[config.mk]
export PLATFORM = sky130hd
export DESIGN_NAME = trap_status_unit
export DESIGN_NICKNAME = d
export VERILOG_FILES = /design/src/rtl/tsu_pkg.sv /design/src/rtl/tsu_rst_sync.sv /design/src/rtl/tsu_ctrl.sv /design/src/rtl/tsu_status.sv /design/src/rtl/tsu_vector.sv /design/src/rtl/trap_status_unit.sv
export SDC_FILE = /design/constraint.sdc
export NUM_CORES = 1
export LEC_CHECK = 0
export BUFFER_PORTS_ARGS = -buffer_cell sky130_fd_sc_hd__buf_2
export CELL_PAD_IN_SITES_DETAIL_PLACEMENT = 1
export CELL_PAD_IN_SITES_GLOBAL_PLACEMENT = 1
export CORE_MARGIN = 8
export CORE_UTILIZATION = 38
export DETAILED_ROUTE_END_ITERATION = 6
export HOLD_SLACK_MARGIN = 0.03
export PLACE_DENSITY = 0.88
export RECOVER_POWER = 50
export SYNTH_ARGS = -nofsm -noshare
export SYNTH_HDL_FRONTEND = slang
export SYNTH_SLANG_ARGS = --single-unit
[constraint.sdc]
create_clock -name clk -period 19.6 [get_ports clk]
set_input_delay 2.94 -clock clk [delete_from_list [all_inputs] [get_ports clk]]
set_output_delay 2.94 -clock clk [all_outputs]
set_load 0.01 [all_outputs]
[src/rtl/tsu_pkg.sv]
package tsu_pkg;
  localparam int ST_W   = 8;
  localparam int ST_ET  = 0;
  localparam int ST_S   = 1;
  localparam int ST_PS  = 2;
  localparam int ST_U64 = 3;
  localparam int ST_K64 = 4;
  localparam logic [ST_W-1:0] ST_RESET = 8'h12;

  // bits that may read non-zero for the given configuration
  function automatic logic [ST_W-1:0] st_mask(input logic has64);
    return has64 ? 8'h1F : 8'h07;
  endfunction
endpackage

[src/rtl/tsu_rst_sync.sv]
module tsu_rst_sync #(
  parameter int STAGES = 2
) (
  input  logic clk,
  input  logic rst_n,
  output logic rst_sync_n
);
  logic [STAGES-1:0] sh_q;

  always_ff @(posedge clk or negedge rst_n) begin
    if (!rst_n) sh_q <= '0;
    else        sh_q <= {sh_q[STAGES-2:0], 1'b1};
  end

  assign rst_sync_n = sh_q[STAGES-1];
endmodule

[src/rtl/tsu_ctrl.sv]
module tsu_ctrl #(
  parameter int TRAP_W    = 5,
  parameter int NUM_TRAPS = 32
) (
  input  logic              clk,
  input  logic              rst_n,
  input  logic              trap_req,
  input  logic [TRAP_W-1:0] trap_num,
  input  logic              trap_en,
  input  logic              sw_we_stat,
  input  logic              sw_we_base,
  output logic              take,
  output logic              stat_we,
  output logic              base_we,
  output logic              halt
);
  logic num_ok, err, halt_q, halt_d;

  generate
    if (NUM_TRAPS >= (1 << TRAP_W)) begin : g_full
      assign num_ok = 1'b1;
    end else begin : g_part
      assign num_ok = (int'(trap_num) < NUM_TRAPS);
    end
  endgenerate

  always_comb begin
    take    = trap_req & ~halt_q & trap_en & num_ok;
    err     = trap_req & ~halt_q & ~(trap_en & num_ok);
    halt_d  = halt_q | err;
    stat_we = sw_we_stat & ~trap_req & ~halt_q;
    base_we = sw_we_base & ~trap_req & ~halt_q;
  end

  always_ff @(posedge clk or negedge rst_n) begin
    if (!rst_n) halt_q <= 1'b0;
    else        halt_q <= halt_d;
  end

  assign halt = halt_q;

  p_halt_sticky_r8: assert property (@(posedge clk) disable iff (!rst_n)
    halt |=> halt);
  p_err_halt_r6: assert property (@(posedge clk) disable iff (!rst_n)
    trap_req && !trap_en |=> halt);
  p_badnum_halt_r7: assert property (@(posedge clk) disable iff (!rst_n)
    trap_req && (int'(trap_num) >= NUM_TRAPS) |=> halt);
  p_no_write_on_trap_r11: assert property (@(posedge clk) disable iff (!rst_n)
    trap_req |-> !stat_we && !base_we);
endmodule

[src/rtl/tsu_status.sv]
module tsu_status
  import tsu_pkg::*;
(
  input  logic            clk,
  input  logic            rst_n,
  input  logic            cfg_has64,
  input  logic            take,
  input  logic            stat_we,
  input  logic [ST_W-1:0] wdata,
  output logic [ST_W-1:0] stat_o,
  output logic            is64
);
  logic [ST_W-1:0] stat_q, stat_d;
  logic            stat_en;

  assign stat_o = stat_q & st_mask(cfg_has64);

  always_comb begin
    stat_en = take | stat_we;
    stat_d  = stat_q;
    if (take) begin
      stat_d        = stat_o;
      stat_d[ST_ET] = 1'b0;
      stat_d[ST_PS] = stat_o[ST_S];
      stat_d[ST_S]  = 1'b1;
    end else if (stat_we) begin
      stat_d = wdata & st_mask(1'b1);
    end
  end

  always_ff @(posedge clk or negedge rst_n) begin
    if (!rst_n)       stat_q <= ST_RESET;
    else if (stat_en) stat_q <= stat_d;
  end

  assign is64 = stat_o[ST_S] ? stat_o[ST_K64] : stat_o[ST_U64];

  p_resv_zero_r9: assert property (@(posedge clk) disable iff (!rst_n)
    stat_o[7:5] == 3'b000);
  p_no64_bits_r9: assert property (@(posedge clk) disable iff (!rst_n)
    !cfg_has64 |-> stat_o[ST_K64:ST_U64] == 2'b00);
  p_trap_mode_r4: assert property (@(posedge clk) disable iff (!rst_n)
    take |=> stat_o[ST_S] && !stat_o[ST_ET] && (stat_o[ST_PS] == $past(stat_o[ST_S])));
endmodule

[src/rtl/tsu_vector.sv]
module tsu_vector #(
  parameter int XLEN      = 64,
  parameter int TRAP_W    = 5,
  parameter int VEC_SHIFT = 7
) (
  input  logic              clk,
  input  logic              rst_n,
  input  logic              take,
  input  logic              base_we,
  input  logic [TRAP_W-1:0] trap_num,
  input  logic [XLEN-1:0]   cur_pc,
  input  logic [XLEN-1:0]   fault_addr,
  input  logic [XLEN-1:0]   wdata,
  output logic [XLEN-1:0]   redir_pc,
  output logic              redir_vld,
  output logic [XLEN-1:0]   exc_base,
  output logic [XLEN-1:0]   exc_pc,
  output logic [XLEN-1:0]   bad_addr
);
  localparam int OFF_W = TRAP_W + VEC_SHIFT;

  logic [XLEN-1:0] vec_off, pc_d, base_d;
  logic [XLEN-1:0] pc_q, base_q, epc_q, bad_q;
  logic            vld_q;

  always_comb begin
    vec_off = {{(XLEN-OFF_W){1'b0}}, trap_num, {VEC_SHIFT{1'b0}}};
    pc_d    = base_q + vec_off;
    base_d  = wdata;
  end

  always_ff @(posedge clk or negedge rst_n) begin
    if (!rst_n) begin
      pc_q  <= '0;
      epc_q <= '0;
      bad_q <= '0;
    end else if (take) begin
      pc_q  <= pc_d;
      epc_q <= cur_pc;
      bad_q <= fault_addr;
    end
  end

  always_ff @(posedge clk or negedge rst_n) begin
    if (!rst_n)       base_q <= '0;
    else if (base_we) base_q <= base_d;
  end

  always_ff @(posedge clk or negedge rst_n) begin
    if (!rst_n) vld_q <= 1'b0;
    else        vld_q <= take;
  end

  assign redir_pc  = pc_q;
  assign redir_vld = vld_q;
  assign exc_base  = base_q;
  assign exc_pc    = epc_q;
  assign bad_addr  = bad_q;

  p_vld_follows_r2: assert property (@(posedge clk) disable iff (!rst_n)
    take |=> redir_vld);
  p_epc_saved_r3: assert property (@(posedge clk) disable iff (!rst_n)
    take |=> exc_pc == $past(cur_pc));
  p_bad_saved_r5: assert property (@(posedge clk) disable iff (!rst_n)
    take |=> bad_addr == $past(fault_addr));
  p_base_kept_r11: assert property (@(posedge clk) disable iff (!rst_n)
    take |=> exc_base == $past(exc_base));
endmodule

[src/rtl/trap_status_unit.sv]
module trap_status_unit
  import tsu_pkg::*;
#(
  parameter int XLEN      = 64,
  parameter int TRAP_W    = 5,
  parameter int NUM_TRAPS = 32,
  parameter int VEC_SHIFT = 7
) (
  input  logic              clk,
  input  logic              rst_n,
  input  logic              cfg_has64,
  input  logic              trap_req,
  input  logic [TRAP_W-1:0] trap_num,
  input  logic [XLEN-1:0]   cur_pc,
  input  logic [XLEN-1:0]   fault_addr,
  input  logic              sw_we_stat,
  input  logic              sw_we_base,
  input  logic [XLEN-1:0]   sw_wdata,
  output logic [XLEN-1:0]   redir_pc,
  output logic              redir_vld,
  output logic [ST_W-1:0]   status,
  output logic [XLEN-1:0]   exc_base,
  output logic [XLEN-1:0]   exc_pc,
  output logic [XLEN-1:0]   bad_addr,
  output logic              xlen_is64,
  output logic              halt
);
  logic rst_i_n, take, stat_we, base_we;

  tsu_rst_sync #(.STAGES(2)) i_rst (
    .clk(clk), .rst_n(rst_n), .rst_sync_n(rst_i_n)
  );

  tsu_ctrl #(.TRAP_W(TRAP_W), .NUM_TRAPS(NUM_TRAPS)) i_ctrl (
    .clk(clk), .rst_n(rst_i_n), .trap_req(trap_req), .trap_num(trap_num),
    .trap_en(status[ST_ET]), .sw_we_stat(sw_we_stat), .sw_we_base(sw_we_base),
    .take(take), .stat_we(stat_we), .base_we(base_we), .halt(halt)
  );

  tsu_status i_stat (
    .clk(clk), .rst_n(rst_i_n), .cfg_has64(cfg_has64), .take(take),
    .stat_we(stat_we), .wdata(sw_wdata[ST_W-1:0]), .stat_o(status),
    .is64(xlen_is64)
  );

  tsu_vector #(.XLEN(XLEN), .TRAP_W(TRAP_W), .VEC_SHIFT(VEC_SHIFT)) i_vec (
    .clk(clk), .rst_n(rst_i_n), .take(take), .base_we(base_we),
    .trap_num(trap_num), .cur_pc(cur_pc), .fault_addr(fault_addr),
    .wdata(sw_wdata), .redir_pc(redir_pc), .redir_vld(redir_vld),
    .exc_base(exc_base), .exc_pc(exc_pc), .bad_addr(bad_addr)
  );

  // trap-enable is cleared by every redirect, so redirects never come back to back
  p_vld_single_r2: assert property (@(posedge clk) disable iff (!rst_i_n)
    redir_vld |=> !redir_vld);
  p_frozen_r8: assert property (@(posedge clk) disable iff (!rst_i_n)
    halt |=> !redir_vld && $stable(exc_base));
endmodule

After elaboration in Yosys (flattened, before gate mapping)
Index checks and enable logic that the tools add are counted.
{"block": "totals", "register_bits": 268, "latchBits": 0, "ram_bits": 0, "mem_bits_ro": 0, "in_bits": 203, "wordCells": 28, "mem_count": 0}
{"block": "classes", "n_addsub": 1, "mul": 0, "div_mod_pow": 0, "order_cmp": 0, "eq_ne": 0, "n_shift": 0, "n_mux": 4, "bitwise": 13, "reduce_logical": 2}
{"cell": "64-bit by 12-bit adder with 64-bit output", "n": 1}
{"cell": "8-bit two-way mux", "n": 2}
{"cell": "8-bit AND", "n": 1}
{"cell": "1-bit AND", "n": 7}
{"cell": "5-bit two-way mux", "n": 1}
{"cell": "1-bit NOT", "n": 3}
{"cell": "1-bit OR", "n": 2}
{"cell": "2-bit AND reduction", "n": 1}
{"cell": "2-bit nonzero test", "n": 1}
{"cell": "1-bit two-way mux", "n": 1}

Logic depth before layout (Yosys ltp)
Gate-level depths: netlist of the first run.
{"block": "depth", "word_depth": 5, "depth_mapped": 8}

Cells and area by module
A second synthesis of the first run with hierarchy kept.
{"block": "unflattened", "cells_unflattened": 877, "hier_area_um2": 11262.1}
{"module": "tsu_vector", "instances": 1, "cells_each": 837, "area_per_inst_um2": 10841.6, "seq_area_each_um2": 6431.2}
{"module": "tsu_status", "instances": 1, "cells_each": 30, "area_per_inst_um2": 306.5, "seq_area_each_um2": 127.6}
{"module": "tsu_ctrl", "instances": 1, "cells_each": 7, "area_per_inst_um2": 60.1, "seq_area_each_um2": 25.0}
{"module": "tsu_rst_sync", "instances": 1, "cells_each": 3, "area_per_inst_um2": 53.8, "seq_area_each_um2": 50.0}

Worst setup path before layout of the first run
OpenSTA, ideal clock, no wires.
{"block": "synth_timing", "path_type": "input -> output", "startpoint": "input port cfg_has64", "endpoint": "output port xlen_is64", "arrival_ns": 3.316, "t_required_ns": 16.660, "setup_slack_ns": 13.344, "stages": 3, "path_buffers": 0, "path_cell_list": "and2_1 nand2_1 o21ai_0"}
{"block": "synth_via", "elab_chain_cells": 3}
{"item": "from (decl)", "line_no": "trap_status_unit.sv:11", "text": "input logic cfg_has64,"}
{"item": "5-bit two-way mux", "line_no": "tsu_pkg.sv:12", "text": "return has64 ? 8'h1F : 8'h07;"}
{"item": "8-bit AND", "line_no": "tsu_status.sv:16", "text": "assign stat_o = stat_q & st_mask(cfg_has64);"}
{"item": "1-bit two-way mux", "line_no": "tsu_status.sv:36", "text": "assign is64 = stat_o[ST_S] ? stat_o[ST_K64] : stat_o[ST_U64];"}
{"item": "to (decl)", "line_no": "trap_status_unit.sv:25", "text": "output logic xlen_is64,"}
No other way between the ends.

==> impl_metrics.py, run 1 <==
metrics = {
    "sta": {
        "fin_hold_ws_ns": 0.351,
        "slew_violations": 270,
        "worst_clock_skew_ns": 0.0171,
        "maxClockFrequency_ghz": 0.116,
        "post_route_setup_slack_ns": 10.99,
        "timing.setup.tns_ns": 0,
        "final_worst_path_cycle_share_pct": 43.9,
        "post-route-min-period_ns": 8.61,
        "rsz0062_at_grt": "false",
        "tightest_slew_ns": 4.19,
        "setup-violations-final": 0,
        "maxSlewHeadroom_pct": -179,
        "final_hold_viol_count": 0,
    },
    "critical_path": {
        "worstPathRequired_ns": 19.27,
        "cp-startpoint": "i_rst.sh_q[1]",
        "critical_path.endpoint_type": "asynchronous set/reset pin",
        "worst-path-stages": 2,
        "cp_arrival_ns": 8.28,
        "critical_path_buf_inv_count": 2,
        "crit_path_max_fanout": 77,
        "reg2reg_setup_slack_ns": 10.99,
        "timing.critical_path.slowest_stage_cell": "sky130_fd_sc_hd__clkbuf_1",
        "crit_path_start_kind": "flip-flop",
        "rr_worst_depth": 2,
        "cp-endpoint": "i_vec.bad_addr[50]",
        "critPathMostFrequentCell": "sky130_fd_sc_hd__clkbuf_1",
        "crit_path_max_incr_delay_ns": 3.10,
        "start_of_the_worst_register_to_register_path": "i_rst.sh_q[1]",
        "path_delay_family": "buffers and inverters",
        "r2r_end": "i_vec.bad_addr[50]",
        "critical_path_class": "reg -> async",
        "timing.critical_path.cells": "clkbuf_1 -> clkbuf_1",
    },
    "clock_tree": {
        "cts.clk_slew.worst_paths_ns": 0.06,
        "tritoncts_clock_tree": "done",
        "cts-buffers-inserted": 30,
        "post_cts_buffers": 0,
        "holdBufCountCts": 0,
        "cts.sink_count": 265,
        "cts_resized": 0,
        "cts_buffer_depth": 3,
        "clock_tree.htree_level_count": 1,
        "insertion_delay_ns": 0.55,
        "cts_root_buf": "sky130_fd_sc_hd__clkbuf_16",
    },
    "routing": {
        "drc_errors": 0,
        "post_drt_wl_per_cell_um": 21.2,
        "drtPass1Iterations": 4,
        "num_vias": 10514,
        "detailedRoute.firstIterationViolations": 563,
        "routed_wirelength_um": 43200,
        "viasPerCell": 5.17,
        "antenna_violating_nets_post_route": 0,
    },
    "layout": {
        "filler_cell_count": 3615,
        "post-route-cell-area_um2": 14900,
        "nets": 1831,
        "area_delta_synth_final_pct": 29.9,
        "drive_gt1_share_pct": 28.8,
    },
    "flow_run": {
        "max-cap-violations": 4,
    },
    "synth": {
        "dominantRegCellSynth": "sky130_fd_sc_hd__dfrtp_1",
        "synth-async-reset-ratio_pct": 100,
        "netlist.area_leader.share_pct": 57.3,
        "syn_area_um2": 11500,
        "synth_area_leaders": "sky130_fd_sc_hd__dfrtp_1 (57%), sky130_fd_sc_hd__nand2_1 (16%), sky130_fd_sc_hd__mux2_2 (6.4%), sky130_fd_sc_hd__clkbuf_1 (1.8%), sky130_fd_sc_hd__o21ai_0 (1.7%)",
        "part_of_the_yosys_area_used_for_sequential_elements_pct": 57.7,
        "synth.yosys.warnings": 0,
        "count_of_mapped_cells_out_of_synthesis": 1188,
        "avgSynthCellArea_um2": 9.68,
        "synth_cell_type_count": 47,
        "synthDominantAreaCellType": "sky130_fd_sc_hd__dfrtp_1",
        "number_of_storage_elements_in_the_synthesis_netlist": 265,
        "synth_enable_flop_cells": 0,
    },
    "global_routing": {
        "number_of_antenna_violations_at_the_first_check_in_global_routing": 6,
        "overflow": 0,
        "grt_start_max_net_pins": 111,
        "grt_pass1_vias": 11447,
        "grt_pass1_wl_um": 66100,
        "grt_util_all_layers_pct": 22.8,
    },
    "power_and_ir_drop": {
        "worst_ir_drop_vdd_mv": 0.0686,
        "leakagePower_nw": 7.68,
        "power.density_nw_per_um2": 126,
    },
    "floorplanning": {
        "initial_core_util_pct": 38.7,
        "horiz_die_dim_um": 190,
        "die-area_um2": 36100,
        "chipHeight_um": 190,
        "io_pins": 470,
        "fp-row-count": 63,
        "fp.coreArea_um2": 29700,
    },
    "placement": {
        "io_buffer_count": 466,
        "post-place-ws_ns": 13.18,
        "gpl.final_weighted_congestion": 0.857,
        "detailedPlacementHpwl_um": 31800,
        "placed_area_um2": 14100,
    },
    "worst_hold_path": {
        "hp-class": "reg -> reg",
    },
    "run_status": {
        "violations_in_the_final_reports": "capacitance limit, slew limit",
        "run_status": "finished, violations left",
    },
}
## state kept, by name (all words and copies together) (netlist names)
| name | cells |
|---|---|
| i_ctrl.halt | 1 |
| i_stat.stat_q | 5 |
| i_vec.exc_pc | 64 |
| i_vec.exc_base | 64 |
| i_vec.bad_addr | 64 |
| i_vec.redir_pc | 64 |
| i_vec.redir_vld | 1 |
| i_rst.sh_q | 2 |
## per-stage QoR
stage	std cells	total power, mW	utilization, %
final	2035	1.88	50.2
after global placement	1980	1.29	47.3
after detailed placement	1980	1.32	47.3
after global routing	2035	1.98	50.2
after CTS	2031	1.92	50.8
after floorplan	1190	1.04	-
## worst min path at each step
stage / from / to / slack [ns] / depth (start not counted)
2_1_floorplan: i_rst.sh_q[0] / i_rst.sh_q[1] / 0.33 / 0
3_3_place_gp: i_rst.sh_q[0] / i_rst.sh_q[1] / 0.34 / 0
3_5_place_dp: i_rst.sh_q[0] / i_rst.sh_q[1] / 0.34 / 0
4_1_cts: i_rst.sh_q[0] / i_rst.sh_q[1] / 0.35 / 0
5_1_grt: i_rst.sh_q[0] / i_rst.sh_q[1] / 0.37 / 0
6_report: i_rst.sh_q[0] / i_rst.sh_q[1] / 0.35 / 0
## layer usage
layer / vias up / global-route usage, % / part of all wire, %
met2: 411 / 39.5 / 50
met4: 0 / 8.69 / 3.4
met3: 85 / 6.26 / 8.7
li1: 4807 / - / -
met5: - / 0 / 0
met1: 5211 / 26.5 / 38
## cells in the final DEF (no fill, tap or decap), drive strengths merged, types with 2 or more instances in the layout
cell	Yosys	final
diode	0	4
ha	5	5
clkbuf	55	169
o211ai	2	2
mux2i	7	7
nor2	32	32
conb	2	4
buf	19	347
a211oi	2	2
clkinv	0	3
or2	2	2
a22oi	3	3
xor2	20	20
and3	10	10
nand2	479	479
dfstp	2	2
bufinv	0	3
dfrtp	263	263
inv	7	8
o21ai	42	42
or3	11	11
a2111oi	2	2
o21a	2	2
a21oi	14	14
and4	8	8
or4	9	9
and2	14	14
o2111ai	6	6
mux2	65	65
nor4	8	8
a31oi	18	18
clkinvlp	0	2
xnor2	8	8
o31ai	8	8
nand3	19	19
nor3	7	7
nand4	31	31
## cells by family (layout without fill, tap and decap cells)
kind of cell	count (synthesis)	in the layout	share of synthesized area (%)
AND/OR/NAND/NOR	632	632	23.9
XOR/XNOR	28	28	2.13
AO/OA/AOI/OAI	102	102	5.40
flip-flops	265	265	57.7
adder cells (fa/ha/maj)	6	6	0.718
multiplexers	72	72	6.98
other	2	8	0.0653
buffers and inverters	81	532	3.13
## layout make-up
class / count / area [µm²] / area share [%]
Timing Repair Buffer: 474 / 2220 / 14.9
Clock buffer: 42 / 907 / 6.08
Sequential cell: 265 / 6630 / 44.4
Clock inverter: 9 / 129 / 0.863
Multi-Input combinational cell: 844 / 4510 / 30.2
Inverter: 7 / 31.3 / 0.210
Tap cell: 390 / 488 / 3.27
Antenna cell: 4 / 10.0 / 0.0670
## synth_stat cells (2+ instances only)
master	instances
sky130_fd_sc_hd__nand2_1	479
sky130_fd_sc_hd__dfrtp_1	263
sky130_fd_sc_hd__mux2_2	65
sky130_fd_sc_hd__clkbuf_1	55
sky130_fd_sc_hd__o21ai_0	38
sky130_fd_sc_hd__nor2_1	32
sky130_fd_sc_hd__nand4_1	27
sky130_fd_sc_hd__xor2_1	20
sky130_fd_sc_hd__a31oi_1	18
sky130_fd_sc_hd__nand3_1	18
sky130_fd_sc_hd__a21oi_1	14
sky130_fd_sc_hd__and2_1	14
sky130_fd_sc_hd__buf_4	13
sky130_fd_sc_hd__or3_1	11
sky130_fd_sc_hd__and3_1	10
sky130_fd_sc_hd__or4_1	9
sky130_fd_sc_hd__and4_1	8
sky130_fd_sc_hd__o31ai_1	8
sky130_fd_sc_hd__xnor2_1	8
sky130_fd_sc_hd__inv_1	7
sky130_fd_sc_hd__mux2i_1	7
sky130_fd_sc_hd__nor3_1	7
sky130_fd_sc_hd__buf_2	6
sky130_fd_sc_hd__o2111ai_1	6
sky130_fd_sc_hd__ha_1	5
sky130_fd_sc_hd__nor4_1	5
sky130_fd_sc_hd__a22oi_1	3
sky130_fd_sc_hd__nand4_2	3
sky130_fd_sc_hd__o21ai_1	3
sky130_fd_sc_hd__a2111oi_0	2
sky130_fd_sc_hd__a211oi_1	2
sky130_fd_sc_hd__conb_1	2
sky130_fd_sc_hd__dfstp_2	2
sky130_fd_sc_hd__nor4_2	2
sky130_fd_sc_hd__o211ai_1	2
sky130_fd_sc_hd__o21a_1	2
sky130_fd_sc_hd__or2_2	2
## power by group
group | total, mW | switching (mW) | internal (mW)
Clock | 0.586 | 0.227 | 0.359
Sequential | 0.831 | 0.135 | 0.695
Combinational | 0.463 | 0.284 | 0.180
No activity file was read; power rests on OpenSTA's default activity.
==> inputs of run 2 (changes only) <==
- CORE_UTILIZATION: 38 -> 32
- PLACE_DENSITY: 0.88 -> 0.79
- clock period: 19.6 -> 7.65 ns (I/O delays scaled with it)
==> run 2 against run 1 <==
  * The run still ends with capacitance limit, slew limit left
  * Flip-flop and latch count unchanged
  * Non-clock buffer count unchanged
  * Hold slack better by 0.0082 ns
  * Die area rose by 17%
  * Combinational power grew to 2.6 times the previous value
  * Clock skew rose by 0.0010 ns
  * First-iteration DRC count is 17% lower
  * Final area rose by 1.7%
  * Count of clock-buffer cells in the layout rose by 5
  * Sequential share of layout area down 0.72 points
  * Clock power rose to 2.6 times the previous value
  * Critical path type is now in -> reg
  * Largest power group unchanged
  * Highest routed layer is now met5
==> impl_metrics.py, run 2 (synthesis results as in run 1) <==
metrics = {
    "run_status": {
        "run_status": "finished, violations left",
        "violations_in_the_final_reports": "capacitance limit, slew limit",
    },
    "floorplanning": {
        "fp-row-count": 69,
        "fp.coreArea_um2": 35500,
        "chipHeight_um": 206,
        "horiz_die_dim_um": 206,
        "io_pins": 470,
        "initial_core_util_pct": 32.4,
        "die-area_um2": 42200,
    },
    "layout": {
        "layout_commonest_cell": "sky130_fd_sc_hd__nand2_1",
        "nets": 1832,
        "drive_gt1_share_pct": 34.2,
        "area_delta_synth_final_pct": 32.0,
        "final_cell_mix": "sky130_fd_sc_hd__nand2_1 (479), sky130_fd_sc_hd__buf_2 (434), sky130_fd_sc_hd__dfrtp_1 (263)",
    },
    "critical_path": {
        "crit_path_max_fanout": 101,
        "critical_path.endpoint_type": "flip-flop",
        "crit_path_start_kind": "input port",
        "cp_arrival_ns": 5.25,
        "timing.critical_path.cells": "clkbuf_1 -> nand3b_1 -> clkbuf_1 -> nand2_1 -> a31oi_1",
        "critPathMostFrequentCell": "sky130_fd_sc_hd__clkbuf_1",
        "crit_path_max_incr_delay_ns": 3.16,
        "worstPathRequired_ns": 8.13,
        "critical_path_class": "in -> reg",
        "timing.critical_path.slowest_stage_cell": "sky130_fd_sc_hd__clkbuf_1",
    },
    "power_and_ir_drop": {
        "total_power_mw": 4.86,
        "leakagePower_nw": 8.03,
        "worst_ir_drop_vdd_mv": 0.174,
        "power.density_nw_per_um2": 320,
    },
    "sta": {
        "timing.setup.tns_ns": 0,
        "worst_clock_skew_ns": 0.0181,
        "rsz0062_at_grt": "false",
        "maxClockFrequency_ghz": 0.209,
        "post_route_setup_slack_ns": 2.88,
        "maxSlewHeadroom_pct": -208,
        "final_hold_viol_count": 0,
        "tightest_slew_ns": 4.61,
        "fin_hold_ws_ns": 0.359,
        "setup-violations-final": 0,
        "final_worst_path_cycle_share_pct": 62.4,
        "post-route-min-period_ns": 4.77,
        "slew_violations": 208,
    },
    "clock_tree": {
        "cts.sink_count": 265,
        "clock_tree.htree_level_count": 1,
        "post_cts_buffers": 0,
        "holdBufCountCts": 0,
        "cts.clk_slew.worst_paths_ns": 0.06,
        "cts_buffer_depth": 3,
        "insertion_delay_ns": 0.56,
        "cts_resized": 0,
        "tritoncts_clock_tree": "done",
        "cts_root_buf": "sky130_fd_sc_hd__clkbuf_16",
        "cts-buffers-inserted": 31,
    },
    "routing": {
        "route.met2.wl_um": 20900,
        "top_signal_layer_used": "met5",
        "antenna_violating_nets_post_route": 0,
        "drtPass1Iterations": 4,
        "num_vias": 10435,
        "detailedRoute.firstIterationViolations": 469,
        "drc_errors": 0,
        "post_drt_wl_per_cell_um": 19.8,
        "routed_wirelength_um": 41700,
        "viasPerCell": 4.94,
        "met1Wirelength_um": 16100,
        "met3WireLength_um": 3510,
    },
    "global_routing": {
        "grt_pass1_vias": 11095,
        "overflow": 0,
        "number_of_antenna_violations_at_the_first_check_in_global_routing": 3,
        "grt_start_max_net_pins": 143,
        "grt_util_all_layers_pct": 18.9,
        "grt_pass1_wl_um": 64000,
    },
    "placement": {
        "io_buffer_count": 466,
        "gpl.final_weighted_congestion": 0.824,
        "detailedPlacementHpwl_um": 31300,
        "post-place-ws_ns": 3.80,
    },
    "worst_hold_path": {
        "hp-class": "in -> async",
    },
    "flow_run": {
        "max-cap-violations": 3,
    },
}
-- run 2: critical path: cells and delay by family --
kind                   cells  cell delay [ns]
buffers and inverters      2             3.29
AND/OR/NAND/NOR            2             0.41
AO/OA/AOI/OAI              1             0.31
-- run 2: power by group --
part           leakage, nW  total, mW  internal (mW)  switching [mW]
combinational         4.13       1.21          0.499           0.712
clock                0.518       1.54          0.951           0.585
sequential            3.38       2.11           1.78           0.330
total                 8.03       4.86           3.23            1.63
-- run 2: path summary, 6_finish.rpt --
path,start,endpoint,slack (ns),cells past startpoint
min in group clk,i_rst.sh_q[0],i_rst.sh_q[1],0.36,0
worst min-delay path,rst_n,i_rst.sh_q[0],0.36,1
worst max register to register,i_ctrl.halt,i_stat.stat_q[4],3.17,4
worst min register to register,i_rst.sh_q[0],i_rst.sh_q[1],0.36,0
worst max-delay path,trap_req,i_stat.stat_q[4],2.88,5
max in group asynchronous,i_rst.sh_q[1],i_vec.bad_addr[36],4.79,1
-- run 2: area by class of cell --
type / count / area [µm²]
fillers: 4229 / 20300
flip-flops and latches: 265 / 6630
multi-input cells: 844 / 4510
repair buffers: 474 / 2350
clock buffers: 47 / 916
well taps: 461 / 577
clock inverters: 8 / 146
inverters: 7 / 31.3
diodes: 6 / 15.0
-- run 2: metrics by stage --
| step | util [%] | cells | cell area (µm²) |
|---|---|---|---|
| after floorplan | - | 1190 | 11500 |
| after global placement | 39.9 | 2051 | 14200 |
| after detailed placement | 39.9 | 2051 | 14200 |
| after CTS | 42.9 | 2106 | 15200 |
| after global routing | 42.7 | 2107 | 15200 |
| final | 42.8 | 2112 | 15200 |
-- run 2: routing by layer --
| metal | up-vias | global-route usage [%] |
|---|---|---|
| li1 | 4821 | - |
| met2 | 361 | 32.7 |
| met5 | - | 0 |
| met4 | 4 | 6.74 |
| met3 | 68 | 5.42 |
| met1 | 5181 | 22.0 |
==> inputs of run 3 (changes only) <==
- ABC_AREA: unset -> 1
- CORE_UTILIZATION: 32 -> 35
- PLACE_DENSITY: 0.79 -> 0.83
- clock period: 7.65 -> 4.6 ns (I/O delays scaled with it)
==> run 3 against run 2 <==
  * Critical path type is now reg -> reg
  * Sequential power rose by 17%
  * Hold slack got worse by 0.031 ns
  * Highest routed layer is now met4
  * Clock power is 62% higher
  * The flow still finishes with violations (capacitance limit, slew limit)
  * Register-to-register slack worse by 1.9 ns
  * Non-clock buffer count unchanged
  * Global-route usage grew 4.5 points
  * Die area is 2.6% lower
==> impl_metrics.py, run 3 <==
metrics = {
    "global_routing": {
        "grt_start_max_net_pins": 174,
        "overflow": 0,
        "grt_pass1_wl_um": 75900,
        "grt_util_all_layers_pct": 23.4,
        "number_of_antenna_violations_at_the_first_check_in_global_routing": 6,
        "grt_pass1_vias": 12570,
    },
    "floorplanning": {
        "fp-row-count": 68,
        "horiz_die_dim_um": 203,
        "fp.coreArea_um2": 34500,
        "initial_core_util_pct": 35.5,
        "die-area_um2": 41200,
        "io_pins": 470,
        "chipHeight_um": 203,
    },
    "synth": {
        "syn_area_um2": 12200,
        "synth.yosys.warnings": 0,
        "synth-async-reset-ratio_pct": 100,
        "count_of_mapped_cells_out_of_synthesis": 1524,
        "synthDominantAreaCellType": "sky130_fd_sc_hd__dfrtp_1",
        "number_of_storage_elements_in_the_synthesis_netlist": 265,
        "dominant_combinational_cell_family_by_area_after_synthesis": "simple AND/OR/NAND/NOR gates",
        "synth_compound_gate_area_share_pct": 4.07,
        "synth.cells.most_frequent": "sky130_fd_sc_hd__nand2_1 (703), sky130_fd_sc_hd__dfrtp_1 (263), sky130_fd_sc_hd__nor2_1 (140)",
        "yosys.cell_count.top_type": "sky130_fd_sc_hd__nand2_1",
        "synth_area_leaders": "sky130_fd_sc_hd__dfrtp_1 (54%), sky130_fd_sc_hd__nand2_1 (22%), sky130_fd_sc_hd__nor2_1 (4.3%), sky130_fd_sc_hd__inv_1 (2.7%), sky130_fd_sc_hd__mux2_2 (2.0%)",
        "avgSynthCellArea_um2": 8.02,
        "synthMuxAreaShare_pct": 2.03,
        "synth_cell_type_count": 36,
        "post_synth_fa_ha_maj_area_fraction_pct": 0.676,
        "part_of_the_yosys_area_used_for_sequential_elements_pct": 54.3,
        "dominantRegCellSynth": "sky130_fd_sc_hd__dfrtp_1",
        "synth_enable_flop_cells": 0,
        "netlist.area_leader.share_pct": 53.8,
        "synthXorXnorAreaFrac_pct": 1.43,
        "synth-simple-area-share_pct": 31.8,
    },
    "routing": {
        "viasPerCell": 4.83,
        "drtPass1Iterations": 5,
        "post_drt_wl_per_cell_um": 20.5,
        "detailedRoute.firstIterationViolations": 619,
        "routed_wirelength_um": 50300,
        "drc_errors": 0,
        "num_vias": 11812,
        "antenna_violating_nets_post_route": 0,
    },
    "sta": {
        "maxClockFrequency_ghz": 0.303,
        "worst_clock_skew_ns": 0.0208,
        "tightest_slew_ns": 2.05,
        "fin_hold_ws_ns": 0.328,
        "final_hold_viol_count": 0,
        "post-route-min-period_ns": 3.30,
        "slew_violations": 218,
        "final_worst_path_cycle_share_pct": 71.8,
        "timing.setup.tns_ns": 0,
        "rsz0062_at_grt": "false",
        "maxSlewHeadroom_pct": -36.8,
        "setup-violations-final": 0,
    },
    "layout": {
        "final_cell_mix": "sky130_fd_sc_hd__nand2_1 (703), sky130_fd_sc_hd__buf_2 (320), sky130_fd_sc_hd__dfrtp_1 (263)",
        "area_delta_synth_final_pct": 28.7,
        "filler_cell_count": 4449,
        "postLayoutCoreUtil_pct": 45.7,
        "nets": 2173,
        "drive_gt1_share_pct": 22.8,
        "layout_commonest_cell": "sky130_fd_sc_hd__nand2_1",
    },
    "critical_path": {
        "r2r_end": "i_vec.redir_pc[42]",
        "worstPathRequired_ns": 5.09,
        "crit_path_max_fanout": 173,
        "start_of_the_worst_register_to_register_path": "i_ctrl.halt",
        "crit_path_max_incr_delay_ns": 1.57,
        "reg2reg_setup_slack_ns": 1.30,
        "rr_worst_depth": 4,
        "timing.critical_path.slowest_stage_cell": "sky130_fd_sc_hd__clkbuf_4",
        "critical_path_buf_inv_count": 1,
        "path_delay_family": "buffers and inverters",
        "timing.critical_path.cells": "nor3_1 -> clkbuf_4 -> nand3_1 -> nand2_1",
        "critical_path_class": "reg -> reg",
        "critical_path.endpoint_type": "flip-flop",
        "crit_path_start_kind": "flip-flop",
        "cp_arrival_ns": 3.79,
    },
    "clock_tree": {
        "cts-buffers-inserted": 30,
        "cts.clk_slew.worst_paths_ns": 0.06,
        "cts.sink_count": 265,
        "insertion_delay_ns": 0.56,
        "holdBufCountCts": 1,
        "clock_tree.htree_level_count": 1,
        "tritoncts_clock_tree": "done",
        "cts_root_buf": "sky130_fd_sc_hd__clkbuf_16",
        "cts_buffer_depth": 3,
        "post_cts_buffers": 0,
        "cts_resized": 0,
    },
    "run_status": {
        "violations_in_the_final_reports": "capacitance limit, slew limit",
        "run_status": "finished, violations left",
    },
    "power_and_ir_drop": {
        "worst_ir_drop_vdd_mv": 0.269,
        "total_power_mw": 5.27,
        "leakagePower_nw": 8.61,
        "power.density_nw_per_um2": 335,
    },
    "worst_hold_path": {
        "hp-class": "in -> reg",
        "min_delay_path_depth": 3,
        "min_to": "i_vec.bad_addr[4]",
        "hp-start": "fault_addr[4]",
    },
    "placement": {
        "gpl.final_weighted_congestion": 0.907,
        "detailedPlacementHpwl_um": 38500,
        "io_buffer_count": 466,
    },
    "flow_run": {
        "max-cap-violations": 2,
    },
}
[run 3: worst max path at each step]
stage          cells after the start  slack, ns         startpoint                  to
2_1_floorplan                      0       0.26      i_rst.sh_q[1]         i_ctrl.halt
5_1_grt                            5       1.02   i_stat.stat_q[0]  i_vec.redir_pc[22]
3_5_place_dp                      13       1.76        trap_num[0]  i_vec.redir_pc[55]
3_3_place_gp                      14       1.83        trap_num[0]  i_vec.redir_pc[55]
4_1_cts                           12       2.17  i_vec.exc_base[7]  i_vec.redir_pc[55]
6_report                           4       1.30        i_ctrl.halt  i_vec.redir_pc[42]
[run 3: logic make-up after synthesis]
family	after synthesis
buf+inv	156
xor+xnor	20
flops	265
fa+ha+maj	6
mux	22
simple gates	957
other cells	2
compound gates	96
[run 3: worst min-delay path, stage by stage]
cell and delay [ns]:
sky130_fd_sc_hd__buf_2 0.08, sky130_fd_sc_hd__nand2_1 0.04, sky130_fd_sc_hd__nand2_1 0.05
[run 3: layer usage]
layer	vias up	GRT usage [%]	share of wire, %
met5	-	0	0
met4	0	10.1	4.4
li1	5582	-	-
met3	96	5.32	7.0
met2	387	40.9	50
met1	5747	27.2	39
[run 3: where the power goes]
part           leakage (nW)  internal (mW)  switching (mW)
registers              3.25           2.40          0.0513
clock network         0.522           1.50           0.993
logic                  4.84          0.127           0.198
[run 3: area by class of cell]
class / count / area (µm²) / share of cell area [%]
multi-input cells: 1105 / 4910 / 31.2
inverters: 88 / 335 / 2.13
well taps: 455 / 569 / 3.62
clock buffers: 45 / 927 / 5.89
repair buffers: 474 / 2230 / 14.2
clock inverters: 10 / 115 / 0.732
flip-flops and latches: 265 / 6630 / 42.2
diodes: 6 / 15.0 / 0.0954
[run 3: stage by stage]
stage                     cell area, µm²  worst slack (ns)  cells
after floorplan                    12200             0.256   1526
after global placement             14900              1.83   2386
after detailed placement           14900              1.76   2386
after CTS                          15900              2.17   2442
after global routing               15700              1.02   2448
final                              15700              1.30   2448
